<file path="config.mk">
export PLATFORM = sky130hd
export DESIGN_NAME = ddr_init_seq
export DESIGN_NICKNAME = d
export VERILOG_FILES = /design/src/rtl/ddr_init_pkg.sv /design/src/rtl/ddr_init_timer.sv /design/src/rtl/ddr_init_lock.sv /design/src/rtl/ddr_init_enc.sv /design/src/rtl/ddr_init_seq.sv
export SDC_FILE = /design/constraint.sdc
export NUM_CORES = 1
export LEC_CHECK = 0
export BUFFER_PORTS_ARGS = -buffer_cell sky130_fd_sc_hd__buf_4
export CELL_PAD_IN_SITES_DETAIL_PLACEMENT = 2
export CELL_PAD_IN_SITES_GLOBAL_PLACEMENT = 2
export CORE_AREA = 2 2 87 89
export DETAILED_ROUTE_END_ITERATION = 6
export DIE_AREA = 0 0 89 91
export PLACE_DENSITY = 0.7
export SETUP_SLACK_MARGIN = 0.02
export SYNTH_ARGS = -nofsm -noshare
export SYNTH_HDL_FRONTEND = slang
export SYNTH_HIERARCHICAL = 1
export SYNTH_SLANG_ARGS = --single-unit
</file>
<file path="constraint.sdc">
create_clock -name clk -period 7.25 [get_ports clk]
set_clock_uncertainty 0.05 [all_clocks]
set_input_delay 1.0875 -clock clk [delete_from_list [all_inputs] [get_ports clk]]
set_output_delay 1.0875 -clock clk [all_outputs]
set_load 0.05 [all_outputs]
</file>
<file path="src/rtl/ddr_init_pkg.sv">
// Shared types for the DDR start-up sequencer: step encoding, command pin
// patterns and the mode-register field encoders.
package ddr_init_pkg;

    typedef enum logic [3:0] {
        ST_STABLE,   // clock-enable low, waiting for stable clock
        ST_CKE,      // clock-enable high, NOP padding
        ST_PRE_A,    // first precharge-all
        ST_EMRS,     // extended mode write, DLL on
        ST_MRS_RST,  // mode write with DLL reset
        ST_PRE_B,    // second precharge-all
        ST_REF,      // auto refresh loop
        ST_MRS_OP,   // mode write without DLL reset
        ST_DONE      // finished
    } init_step_e;

    typedef struct packed {
        logic cs_n;
        logic ras_n;
        logic cas_n;
        logic we_n;
    } cmd_pins_t;

    localparam cmd_pins_t PINS_NOP  = '{cs_n: 1'b0, ras_n: 1'b1, cas_n: 1'b1, we_n: 1'b1};
    localparam cmd_pins_t PINS_PRE  = '{cs_n: 1'b0, ras_n: 1'b0, cas_n: 1'b1, we_n: 1'b0};
    localparam cmd_pins_t PINS_MODE = '{cs_n: 1'b0, ras_n: 1'b0, cas_n: 1'b0, we_n: 1'b0};
    localparam cmd_pins_t PINS_REF  = '{cs_n: 1'b0, ras_n: 1'b0, cas_n: 1'b0, we_n: 1'b1};

    // Latency field code for the mode register.
    function automatic logic [2:0] lat_code(input logic cl4);
        return cl4 ? 3'b100 : 3'b011;
    endfunction

    // Burst-length field code; both upper selects map to eight beats.
    function automatic logic [2:0] len_code(input logic [1:0] sel);
        case (sel)
            2'd0:    return 3'b001;
            2'd1:    return 3'b010;
            default: return 3'b011;
        endcase
    endfunction

endpackage

</file>
<file path="src/rtl/ddr_init_timer.sv">
// Down-counter that paces the sequencer steps.
// Assumes: load has priority; count holds at zero until reloaded.
module ddr_init_timer #(
    parameter int CNT_W   = 16,
    parameter int RST_VAL = 1
) (
    input  logic             clk,
    input  logic             rst_n,
    input  logic             load,
    input  logic [CNT_W-1:0] load_val,
    output logic             expired
);
    logic [CNT_W-1:0] cnt_q;

    // Count down toward zero, reload on request, preset under reset.
    always_ff @(posedge clk) begin
        if (!rst_n)              cnt_q <= CNT_W'(RST_VAL);
        else if (load)           cnt_q <= load_val;
        else if (cnt_q != '0)    cnt_q <= cnt_q - 1'b1;
    end

    assign expired = (cnt_q == '0);
endmodule

</file>
<file path="src/rtl/ddr_init_lock.sv">
// DLL lock window: raises unlocked exactly LOCK_CYC cycles after the cycle in
// which start is high. Assumes LOCK_CYC >= 2 and a single start per reset.
module ddr_init_lock #(
    parameter int LOCK_CYC = 200
) (
    input  logic clk,
    input  logic rst_n,
    input  logic start,
    output logic unlocked
);
    localparam int LW = $clog2(LOCK_CYC + 1);

    logic [LW-1:0] cnt_q;
    logic          run_q;
    logic          done_q;

    // Arm on start, count the window, latch completion.
    always_ff @(posedge clk) begin
        if (!rst_n) begin
            cnt_q  <= '0;
            run_q  <= 1'b0;
            done_q <= 1'b0;
        end else if (start) begin
            cnt_q  <= LW'(LOCK_CYC - 1);
            run_q  <= 1'b1;
        end else if (run_q) begin
            cnt_q <= cnt_q - 1'b1;
            if (cnt_q == LW'(1)) begin
                done_q <= 1'b1;
                run_q  <= 1'b0;
            end
        end
    end

    assign unlocked = done_q;
endmodule

</file>
<file path="src/rtl/ddr_init_enc.sv">
// Maps the current step and the issue strobe onto command pins, address and
// bank address. Assumes ADDR_W >= 9 and BA_W >= 1. Purely combinational.
module ddr_init_enc
    import ddr_init_pkg::*;
#(
    parameter int ADDR_W = 12,
    parameter int BA_W   = 2
) (
    input  init_step_e        step,
    input  logic              issue,
    input  logic              cl4,
    input  logic [1:0]        bl_sel,
    input  logic              interleave,
    output logic              cs_n,
    output logic              ras_n,
    output logic              cas_n,
    output logic              we_n,
    output logic [ADDR_W-1:0] addr,
    output logic [BA_W-1:0]   ba
);
    cmd_pins_t  pins;
    logic [6:0] mode_low;

    assign mode_low = {lat_code(cl4), interleave, len_code(bl_sel)};

    // Select the pin pattern and operand for the step being issued.
    always_comb begin
        pins = PINS_NOP;
        addr = '0;
        ba   = '0;
        if (issue) begin
            case (step)
                ST_PRE_A, ST_PRE_B: begin
                    pins    = PINS_PRE;
                    addr[8] = 1'b1;
                end
                ST_EMRS: begin
                    pins = PINS_MODE;
                    ba   = BA_W'(1);
                end
                ST_MRS_RST: begin
                    pins      = PINS_MODE;
                    addr[8]   = 1'b1;
                    addr[6:0] = mode_low;
                end
                ST_REF:  pins = PINS_REF;
                ST_MRS_OP: begin
                    pins      = PINS_MODE;
                    addr[6:0] = mode_low;
                end
                default: pins = PINS_NOP;
            endcase
        end
    end

    assign cs_n  = pins.cs_n;
    assign ras_n = pins.ras_n;
    assign cas_n = pins.cas_n;
    assign we_n  = pins.we_n;
endmodule

</file>
<file path="src/rtl/ddr_init_seq.sv">
// DDR SDRAM start-up sequencer top. Walks a fixed step list, each step one
// command cycle followed by NOP padding up to its wait parameter, then holds.
// Assumes all wait parameters >= 2, REF_COUNT >= 1, config steady in reset.
module ddr_init_seq
    import ddr_init_pkg::*;
#(
    parameter int ADDR_W      = 12,
    parameter int BA_W        = 2,
    parameter int STABLE_CYC  = 25000,
    parameter int CKE_NOP_CYC = 2,
    parameter int T_RP        = 3,
    parameter int T_MRD       = 2,
    parameter int T_RFC       = 10,
    parameter int REF_COUNT   = 2,
    parameter int LOCK_CYC    = 200
) (
    input  logic              clk,
    input  logic              rst_n,
    input  logic              cfg_cl4,
    input  logic [1:0]        cfg_bl_sel,
    input  logic              cfg_interleave,
    output logic              cke,
    output logic              cs_n,
    output logic              ras_n,
    output logic              cas_n,
    output logic              we_n,
    output logic [ADDR_W-1:0] addr,
    output logic [BA_W-1:0]   ba,
    output logic              init_done,
    output logic              rd_allow
);
    localparam int MAX_A = (STABLE_CYC > CKE_NOP_CYC) ? STABLE_CYC : CKE_NOP_CYC;
    localparam int MAX_B = (T_RP > T_MRD) ? T_RP : T_MRD;
    localparam int MAX_C = (MAX_B > T_RFC) ? MAX_B : T_RFC;
    localparam int MAX_D = (MAX_A > MAX_C) ? MAX_A : MAX_C;
    localparam int CNT_W = $clog2(MAX_D + 1);
    localparam int REF_W = $clog2(REF_COUNT + 1);

    init_step_e       step_q, step_nxt;
    logic             issue_q;
    logic [REF_W-1:0] refs_left_q;
    logic             cl4_q, intl_q;
    logic [1:0]       bl_q;
    logic             expired, advance, repeat_ref;
    logic [CNT_W-1:0] load_val;

    // Wait length of a step, less the cycle already spent on entry.
    function automatic logic [CNT_W-1:0] step_len(input init_step_e s);
        case (s)
            ST_CKE:                         return CNT_W'(CKE_NOP_CYC - 1);
            ST_PRE_A, ST_PRE_B:             return CNT_W'(T_RP - 1);
            ST_EMRS, ST_MRS_RST, ST_MRS_OP: return CNT_W'(T_MRD - 1);
            ST_REF:                         return CNT_W'(T_RFC - 1);
            default:                        return '0;
        endcase
    endfunction

    // Fixed successor of each step.
    always_comb begin
        case (step_q)
            ST_STABLE:  step_nxt = ST_CKE;
            ST_CKE:     step_nxt = ST_PRE_A;
            ST_PRE_A:   step_nxt = ST_EMRS;
            ST_EMRS:    step_nxt = ST_MRS_RST;
            ST_MRS_RST: step_nxt = ST_PRE_B;
            ST_PRE_B:   step_nxt = ST_REF;
            ST_REF:     step_nxt = ST_MRS_OP;
            default:    step_nxt = ST_DONE;
        endcase
    end

    assign advance    = expired && (step_q != ST_DONE);
    assign repeat_ref = (step_q == ST_REF) && (refs_left_q != REF_W'(1));
    assign load_val   = repeat_ref ? step_len(ST_REF) : step_len(step_nxt);

    ddr_init_timer #(.CNT_W(CNT_W), .RST_VAL(STABLE_CYC - 1)) u_timer (
        .clk      (clk),
        .rst_n    (rst_n),
        .load     (advance),
        .load_val (load_val),
        .expired  (expired)
    );

    // Capture static configuration while reset is held.
    always_ff @(posedge clk) begin
        if (!rst_n) begin
            cl4_q  <= cfg_cl4;
            bl_q   <= cfg_bl_sel;
            intl_q <= cfg_interleave;
        end
    end

    // Step register, refresh repeat count and one-cycle issue strobe.
    always_ff @(posedge clk) begin
        if (!rst_n) begin
            step_q      <= ST_STABLE;
            issue_q     <= 1'b0;
            refs_left_q <= REF_W'(REF_COUNT);
        end else begin
            issue_q <= 1'b0;
            if (advance) begin
                if (repeat_ref) begin
                    refs_left_q <= refs_left_q - 1'b1;
                    issue_q     <= 1'b1;
                end else begin
                    step_q  <= step_nxt;
                    issue_q <= (step_nxt != ST_DONE);
                end
            end
        end
    end

    ddr_init_enc #(.ADDR_W(ADDR_W), .BA_W(BA_W)) u_enc (
        .step       (step_q),
        .issue      (issue_q),
        .cl4        (cl4_q),
        .bl_sel     (bl_q),
        .interleave (intl_q),
        .cs_n       (cs_n),
        .ras_n      (ras_n),
        .cas_n      (cas_n),
        .we_n       (we_n),
        .addr       (addr),
        .ba         (ba)
    );

    ddr_init_lock #(.LOCK_CYC(LOCK_CYC)) u_lock (
        .clk      (clk),
        .rst_n    (rst_n),
        .start    (issue_q && (step_q == ST_MRS_RST)),
        .unlocked (rd_allow)
    );

    assign cke       = (step_q != ST_STABLE);
    assign init_done = (step_q == ST_DONE);
endmodule

</file>
* After elaboration in Yosys (flattened, before gate mapping)
Cells that the tools add are included.
Word-level totals: flip-flop bits (word level) 36, input bits 6, output and inout port bits 21
Operators by class: $add $sub $neg 3, eq/ne operators 20, multiplexer cells 21, bitwise logic cells 3, reduce and logical (&&, ||, !) cells 21
Operator list (number):
- $mux W15 | 3
- $eq A4 B3 Y1 const B | 8
- $pmux W4 S7 | 1
- $eq A4 B2 Y1 const B | 4
- $mux W8 | 2
- $logic_not A15 Y1 | 1
- $reduce_bool A15 Y1 | 1
- $sub A15 B1 Y15 const B | 1
- $mux W7 | 2
- $pmux W4 S3 | 1
- $pmux W3 S3 | 1
- $eq A4 B1 Y1 const B | 2
- $eq A8 B1 Y1 const B | 1
- $ne A4 B4 Y1 const B | 2
- $reduce_or A2 Y1 | 4
- $sub A8 B1 Y8 const B | 1
- $mux W1 | 7
- $reduce_and A2 Y1 | 3
- $reduce_or A3 Y1 | 2
- $eq A4 B4 Y1 const B | 1
- $logic_not A4 Y1 | 1
- $mux W4 | 1
- $pmux W2 S2 | 1
- $reduce_bool A2 Y1 | 2
- 11 further kinds | 15

* Depth between registers and ports, before layout
Gate-level depths: netlist (run 1).
depth after elaboration 7, depth in mapped cells 11, mapped depth without buffers 10

* By module
Netlist (run 1), hierarchy kept.
Modules (own cells, without submodules):
- ddr_init_timer | times used 1, cells an instance 104, area each 880.8 sq um, seq. area each 300.3 sq um
- ddr_init_seq | times used 1, cells an instance 58, area each 585.6 sq um, seq. area each 260.2 sq um
- ddr_init_lock | times used 1, cells an instance 50, area each 466.7 sq um, seq. area each 200.2 sq um
- ddr_init_enc | times used 1, cells an instance 28, area each 205.2 sq um, seq. area each 0.0 sq um

* Least setup slack after synthesis (run 1)
No wires, ideal clock.
path kind register -> output, start register step_q[0], end output addr[5], arrival time 2238 ps, path slack 3874 ps, cell stages (with the launch flop) 4, buffers on the path 1, cell sequence dfxtp_1 > xor2_2 > nor3_1 > buf_4
Between the ends: longest elaborated chain between the ends 4, elaborated cells on any way between the ends 5, classes of those cells eq/ne (2); mux (2); reduce/logical (1)
RTL lines:
- start: declaration | RTL line ddr_init_seq.sv:39 | init_step_e step_q, step_nxt;
- start signal: assignment | RTL line ddr_init_seq.sv:106 | step_q <= step_nxt;
- $eq A4 B3 Y1 | RTL line ddr_init_enc.sv:32 | case (step)
- $reduce_or A2 Y1 (no source line) *
- $mux W7 * | RTL line ddr_init_enc.sv:32
- $mux W7 * | RTL line ddr_init_enc.sv:31 | if (issue) begin
- end: declaration | RTL line ddr_init_seq.sv:27 | output logic [ADDR_W-1:0] addr,
Every way passes the cells marked *; elsewhere a longest branch is shown, timed or not.

* Worst setup path after layout (run 1)
start register u_timer.cnt_q[0], end register u_timer.cnt_q[14]
Between the ends: longest elaborated chain between the ends 3, elaborated cells on any way between the ends 7, classes of those cells add/sub (1); mux (2); reduce/logical (4)
RTL lines:
- start: declaration | RTL line ddr_init_timer.sv:13 | logic [CNT_W-1:0] cnt_q;
- start signal: assignment | RTL line ddr_init_timer.sv:17 | if (!rst_n) cnt_q <= CNT_W'(RST_VAL);
- start signal: assignment | RTL line ddr_init_timer.sv:18 | else if (load) cnt_q <= load_val;
- start signal: assignment | RTL line ddr_init_timer.sv:19 | else if (cnt_q != '0) cnt_q <= cnt_q - 1'b1;
- $logic_not A15 Y1 * | RTL line ddr_init_timer.sv:22 | assign expired = (cnt_q == '0);
- via expired | RTL line ddr_init_seq.sv:44 | logic expired, advance, repeat_ref;
- $logic_and A1 B1 Y1 * | RTL line ddr_init_seq.sv:72 | assign advance = expired && (step_q != ST_DONE);
- via advance | RTL line ddr_init_seq.sv:44
- $mux W15 or $reduce_bool A2 Y1 (tied branches)
Mark *: on every way through the listed nets, which the timed path passes. The rest lies on a longest branch. The select of a mux whose other input is x is not followed. A chain may end at the register's enable or synchronous reset.

==> impl_metrics.toml, run 1 <==
[power]
power_density_nw_per_um2 = 169.3
vdd_drop_max_v = 0.00006820
p_leak_nw = 0.9154

[yosys]
async_flop_share_pct = 0
netlist_instances = 240
synth-main-ff-cell = "dfxtp_1"
synth.distinct_cells = 58
avgSynthCellArea_um2 = 8.910
yosys_warnings = 6
ys_seq_area_share_pct = 35.58
synth_edf_count = 4
ys_ff_latch = 36
syn_area_um2 = 2138

[sta]
slew_headroom_pct = 36.85
worst_pin_slew_ps = 945.3
finalSetupTns_ps = 0
period_share_pct = 46.08
period_needed_ps = 3341
setup_violations = 0
fmaxAchievable_ghz = 0.2994
drv_slew = 0
rsz0062_at_grt = "false"
hold_violations = 0

[placed_design]
placed_area_um2 = 2362
numPortBuffers = 19
gp_congestion = 0.7946
dpl.hpwl_um = 3820

[worst_hold_path]
min_path_cells = 2
hold_path_class = "flip-flop to flip-flop"

[clocking]
htreeDepth = 2
tritoncts = "built"
clockRootBuffer = "clkbuf_8"
postCtsSetupRepairBufs = 0
cts_buffer_depth = 2
cts_sinks = 36
cts_resized = 0
hold_buffers = 0
clock_latency_ps = 290
cts_buffers = 5
clkTransAtPathRegs_ps = 80

[global_routing]
grtUsageTotal_pct = 14.02
grt-busiest-layer = "met2"
grt_pass1_wl_um = 9025
grt_use_met3_pct = 3.909
grtUsageMet1_pct = 18.93
grt_max_degree = 23
met2_usage_pct = 21.77
grt_pass1_vias = 1834
antenna_found_initial = 0
grt_overflow = 0

[run]
cap_viol_max_count = 0

[route]
wl_per_cell_um = 14.19
antenna_left = 0
wl_um = 5222
vias = 1777
drc = 0
firstDrtPassIters = 4
drt-initial-drc-count = 91
vias_per_cell = 4.829

[floorplanning]
rows = 31
die_area_um2 = 8099
fp.dieW_um = 89
ios = 27
start_util_pct = 29.96
core_um2 = 7137
die_h_um = 91

[critical_path]
crit_chain = "inv_1 > ha_1 > nor2b_1 > and2_2 > nand2_4 > inv_2 > nor2b_1 > inv_1 > o311ai_0 > nand3_1"
critPathSlowestCell = "nor2b_1"
cp-end-kind = "flip-flop"
crit_arrival_ps = 3460
crit_required_ps = 7370
path_class = "flip-flop to flip-flop"
slowest_delay_ps = 780
critPathLaunchType = "flip-flop"
cp_top_family = "simple AND/OR/NAND/NOR gates"
r2r_cells = 10
crit_path_max_fanout = 15
worst-path-buf-inv = 3
cp_num_cells = 10

[final_layout]
finish.instance_area_um2 = 2474
areaGrowthSynthToFinish_pct = 15.68
final_util_pct = 34.66
n_antenna_cell = 0
fill_cells = 860
drive_gt1_share_pct = 16.36
nets = 278

[outcome]
outcome = "finished, final reports clean"
## layout make-up
| class | count | area, µm² | area share [%] |
|---|---|---|---|
| multi-input cells | 194 | 1286 | 52.00 |
| flip-flops and latches | 36 | 760.7 | 30.75 |
| repair buffers | 20 | 150.1 | 6.070 |
| well taps | 99 | 123.9 | 5.008 |
| clock buffers | 5 | 68.82 | 2.782 |
| clock inverters | 3 | 42.54 | 1.720 |
| inverters | 11 | 41.29 | 1.669 |
## path summary, 6_finish.rpt
kind / startpoint / slack, ps / end
setup / recovery: u_timer/cnt_q[0]$_SDFFE_PN1P_ / 3910 / u_timer/cnt_q[14]$_SDFFE_PN1P_
hold / removal: refs_left_q[0]$_SDFFE_PN0P_ / 440 / refs_left_q[0]$_SDFFE_PN0P_
setup reg to reg: u_timer/cnt_q[0]$_SDFFE_PN1P_ / 3910 / u_timer/cnt_q[14]$_SDFFE_PN1P_
hold reg to reg: refs_left_q[0]$_SDFFE_PN0P_ / 440 / refs_left_q[0]$_SDFFE_PN0P_
## flip-flops by register name, summed over array words and instances, names as in the netlist
signal	cells
issue_q	1
step_q	4
u_lock/run_q	1
u_timer/cnt_q	15
cl4_q	1
bl_q	2
u_lock/unlocked	1
refs_left_q	2
u_lock/cnt_q	8
intl_q	1
## logic make-up after synthesis
family | share of synthesized area (%)
AOI/OAI and AO/OA | 17.91
xor gates and xnor gates | 6.086
adders and majority gates | 2.341
buffers and inverters | 7.255
DFF | 35.58
muxes | 1.931
other | 0.3512
and+or+nand+nor | 28.55
## cell usage after synthesis, drive strengths merged, types with 5 or more instances
cell	number	area, µm²
nand3	7	35.03
nor2b	9	56.30
dfxtp	32	640.6
o21ai	10	50.05
nor3	13	65.06
inv	11	41.29
nor2	23	86.33
a21oi	16	80.08
xnor2	9	78.83
nand2b	5	38.78
buf	13	102.6
xor2	5	51.30
nand2	17	78.82
## metrics by stage
step	setup slack, ps	hold slack [ps]	cells	total power, mW
detailed placement	3903	423.4	360	0.2432
global route	3532	469.7	368	0.4383
floorplan	3874	397.0	257	0.2385
global placement	3995	410.1	360	0.2427
finish	3909	437.2	368	0.4188
CTS	3888	439.3	368	0.4258
## placed cells by master (no fill, tap or decap), drive strengths merged, types with 4 or more instances in the layout
| cell | Yosys | routed |
|---|---|---|
| a21oi | 16 | 16 |
| buf | 13 | 20 |
| clkbuf | 3 | 5 |
| conb | 2 | 19 |
| dfxtp | 32 | 32 |
| edfxtp | 4 | 4 |
| ha | 4 | 4 |
| inv | 11 | 11 |
| nand2 | 17 | 17 |
| nand2b | 5 | 5 |
| nand3 | 7 | 7 |
| nor2 | 23 | 23 |
| nor2b | 9 | 9 |
| nor3 | 13 | 13 |
| nor3b | 4 | 4 |
| o211ai | 4 | 4 |
| o21ai | 10 | 10 |
| xnor2 | 9 | 9 |
| xor2 | 5 | 5 |
## layer usage
layer / vias to the layer above / routed length [µm] / share of wire [%]
met1: 864 / 2549 / 49
met3: 2 / 194 / 3.7
met4: 0 / 49 / 0.94
li1: 882 / - / -
met2: 29 / 2429 / 47
met5: - / 0 / 0
## tightest hold or removal path, delay by kind of cell, from the launching register on
family | cells | cell delay [ps]
DFF | 1 | 330
and+or+nand+nor | 1 | 60
muxes | 1 | 50
## report_power, final
part	switching [mW]	internal, mW
Combinational	0.0200	0.00852
Sequential	0.00512	0.205
Clock	0.0783	0.102
No activity file was read; power rests on OpenSTA's default activity.
==> run 2: changes to the inputs <==
--- a/config.mk
+++ b/config.mk
@@ -11,7 +11,7 @@
 export CORE_AREA = 2 2 87 89
 export DETAILED_ROUTE_END_ITERATION = 6
 export DIE_AREA = 0 0 89 91
-export PLACE_DENSITY = 0.7
+export PLACE_DENSITY = 0.72
 export SETUP_SLACK_MARGIN = 0.02
 export SYNTH_ARGS = -nofsm -noshare
 export SYNTH_HDL_FRONTEND = slang
==> constraint.sdc (replaced) <==
create_clock -name clk -period 2.87 [get_ports clk]
set_clock_uncertainty 0.05 [all_clocks]
set_input_delay 0.4305 -clock clk [delete_from_list [all_inputs] [get_ports clk]]
set_output_delay 0.4305 -clock clk [all_outputs]
set_load 0.05 [all_outputs]
==> impl_metrics.toml, run 2 (synthesis results as in run 1) <==
[sta]
rsz0062_at_grt = "false"
slew_headroom_pct = 48.02
fmaxAchievable_ghz = 0.3958
period_needed_ps = 2527
setup_violations = 0
worst_pin_slew_ps = 778.7
drv_slew = 0
hold_violations = 0
finalSetupTns_ps = 0
period_share_pct = 88.04

[clocking]
cts_buffers = 5
cts_buffer_depth = 2
clock_latency_ps = 300
cts_sinks = 36
tritoncts = "built"
postCtsSetupRepairBufs = 0
htreeDepth = 2
clockRootBuffer = "clkbuf_8"
clkTransAtPathRegs_ps = 70
hold_buffers = 0
cts_resized = 0

[outcome]
outcome = "finished, final reports clean"

[final_layout]
areaGrowthSynthToFinish_pct = 17.09
multiInputGateArea_um2 = 1286
nets = 282
largestRegisters = "u_timer/cnt_q: 15 flops, u_lock/cnt_q: 8 flops, step_q: 4 flops"
regMostFlops = "u_timer/cnt_q"
n_antenna_cell = 0
drive_gt1_share_pct = 17.58
largest_reg_flops = 15
mostFrequentLayoutCells = "32 x dfxtp_1, 24 x buf_4, 23 x nor2_1"
fill_cells = 845
layout_commonest_cell = "dfxtp_1"
final_util_pct = 35.08
regArea_um2 = 760.7

[route]
firstDrtPassIters = 4
wl_per_cell_um = 13.90
wl_um = 5171
antenna_left = 0
drt-initial-drc-count = 45
vias = 1774
drc = 0
vias_per_cell = 4.769

[floorplanning]
ios = 27
fp.dieW_um = 89
start_util_pct = 29.96
die_h_um = 91
die_area_um2 = 8099
core_um2 = 7137
rows = 31

[critical_path]
crit_path_max_fanout = 15
crit_arrival_ps = 2650
cp-end-kind = "flip-flop"
critPathLaunchType = "flip-flop"
path_class = "flip-flop to flip-flop"
r2r_cells = 9
crit_required_ps = 2990

[worst_hold_path]
hold_path_class = "input port to flip-flop"
min_path_cells = 1

[global_routing]
grtUsageTotal_pct = 14.08
grt_overflow = 0
grt_pass1_wl_um = 8997
grt_pass1_vias = 1886
antenna_found_initial = 0
grt_max_degree = 23

[power]
vdd_drop_max_v = 0.0001668
power_density_nw_per_um2 = 423.3
p_leak_nw = 0.9371

[placed_design]
numPortBuffers = 19
gp_congestion = 0.7318
dpl.hpwl_um = 3935

[run]
cap_viol_max_count = 0
[run 2: where the power goes]
part	internal, mW	switching [mW]	leakage (nW)	total [mW]
clock network	0.257	0.198	0.0541	0.456
registers	0.518	0.0105	0.298	0.529
logic	0.0232	0.0523	0.585	0.0756
total	0.798	0.261	0.937	1.06
[run 2: worst paths after layout]
check,slack [ps],to,startpoint
hold / removal,260,bl_q[1]$_DFFE_PN_,cfg_bl_sel[1]
setup / recovery,340,u_timer/cnt_q[3]$_SDFFE_PN0P_,u_timer/cnt_q[7]$_SDFFE_PN1P_
setup reg to reg,340,u_timer/cnt_q[3]$_SDFFE_PN0P_,u_timer/cnt_q[7]$_SDFFE_PN1P_
hold reg to reg,450,u_lock/unlocked$_SDFFE_PN0P_,u_lock/unlocked$_SDFFE_PN0P_
[run 2: routing by layer]
| metal | track usage (%) | up-vias | share of wire, % |
|---|---|---|---|
| met4 | 5.224 | 0 | 1.8 |
| li1 | - | 887 | - |
| met3 | 2.727 | 6 | 2.6 |
| met5 | 0 | - | 0 |
| met2 | 22.82 | 27 | 48 |
| met1 | 18.30 | 854 | 48 |
[run 2: layout make-up]
cell class,instances,share of cell area [%]
multi-input cells,194,51.37
flip-flops and latches,36,30.38
repair buffers,24,7.196
well taps,99,4.948
clock buffers,5,2.749
clock inverters,3,1.699
inverters,11,1.649
[run 2: through the flow]
step / worst slack, ps / hold slack [ps] / instances / power [mW] / cell area [µm²]
4_1_cts: 325.6 / 244.4 / 372 / 1.084 / 2504
2_1_floorplan: 151.1 / 397.0 / 257 / 0.6026 / 2202
6_report: 343.2 / 260.3 / 372 / 1.060 / 2504
3_5_place_dp: 351.0 / 422.4 / 364 / 0.6165 / 2392
3_3_place_gp: 496.2 / 411.8 / 364 / 0.6150 / 2392
5_1_grt: 92.21 / 243.3 / 372 / 1.107 / 2504
[run 2: critical path, stage by stage (launching register included)]
cell and delay (ps):
dfxtp_1 350, nor3_1 450, and3_2 420, nand2_4 110, inv_2 170, nor2b_1 160
buf_4 210, inv_1 190, o21ai_0 230, a21oi_1 60
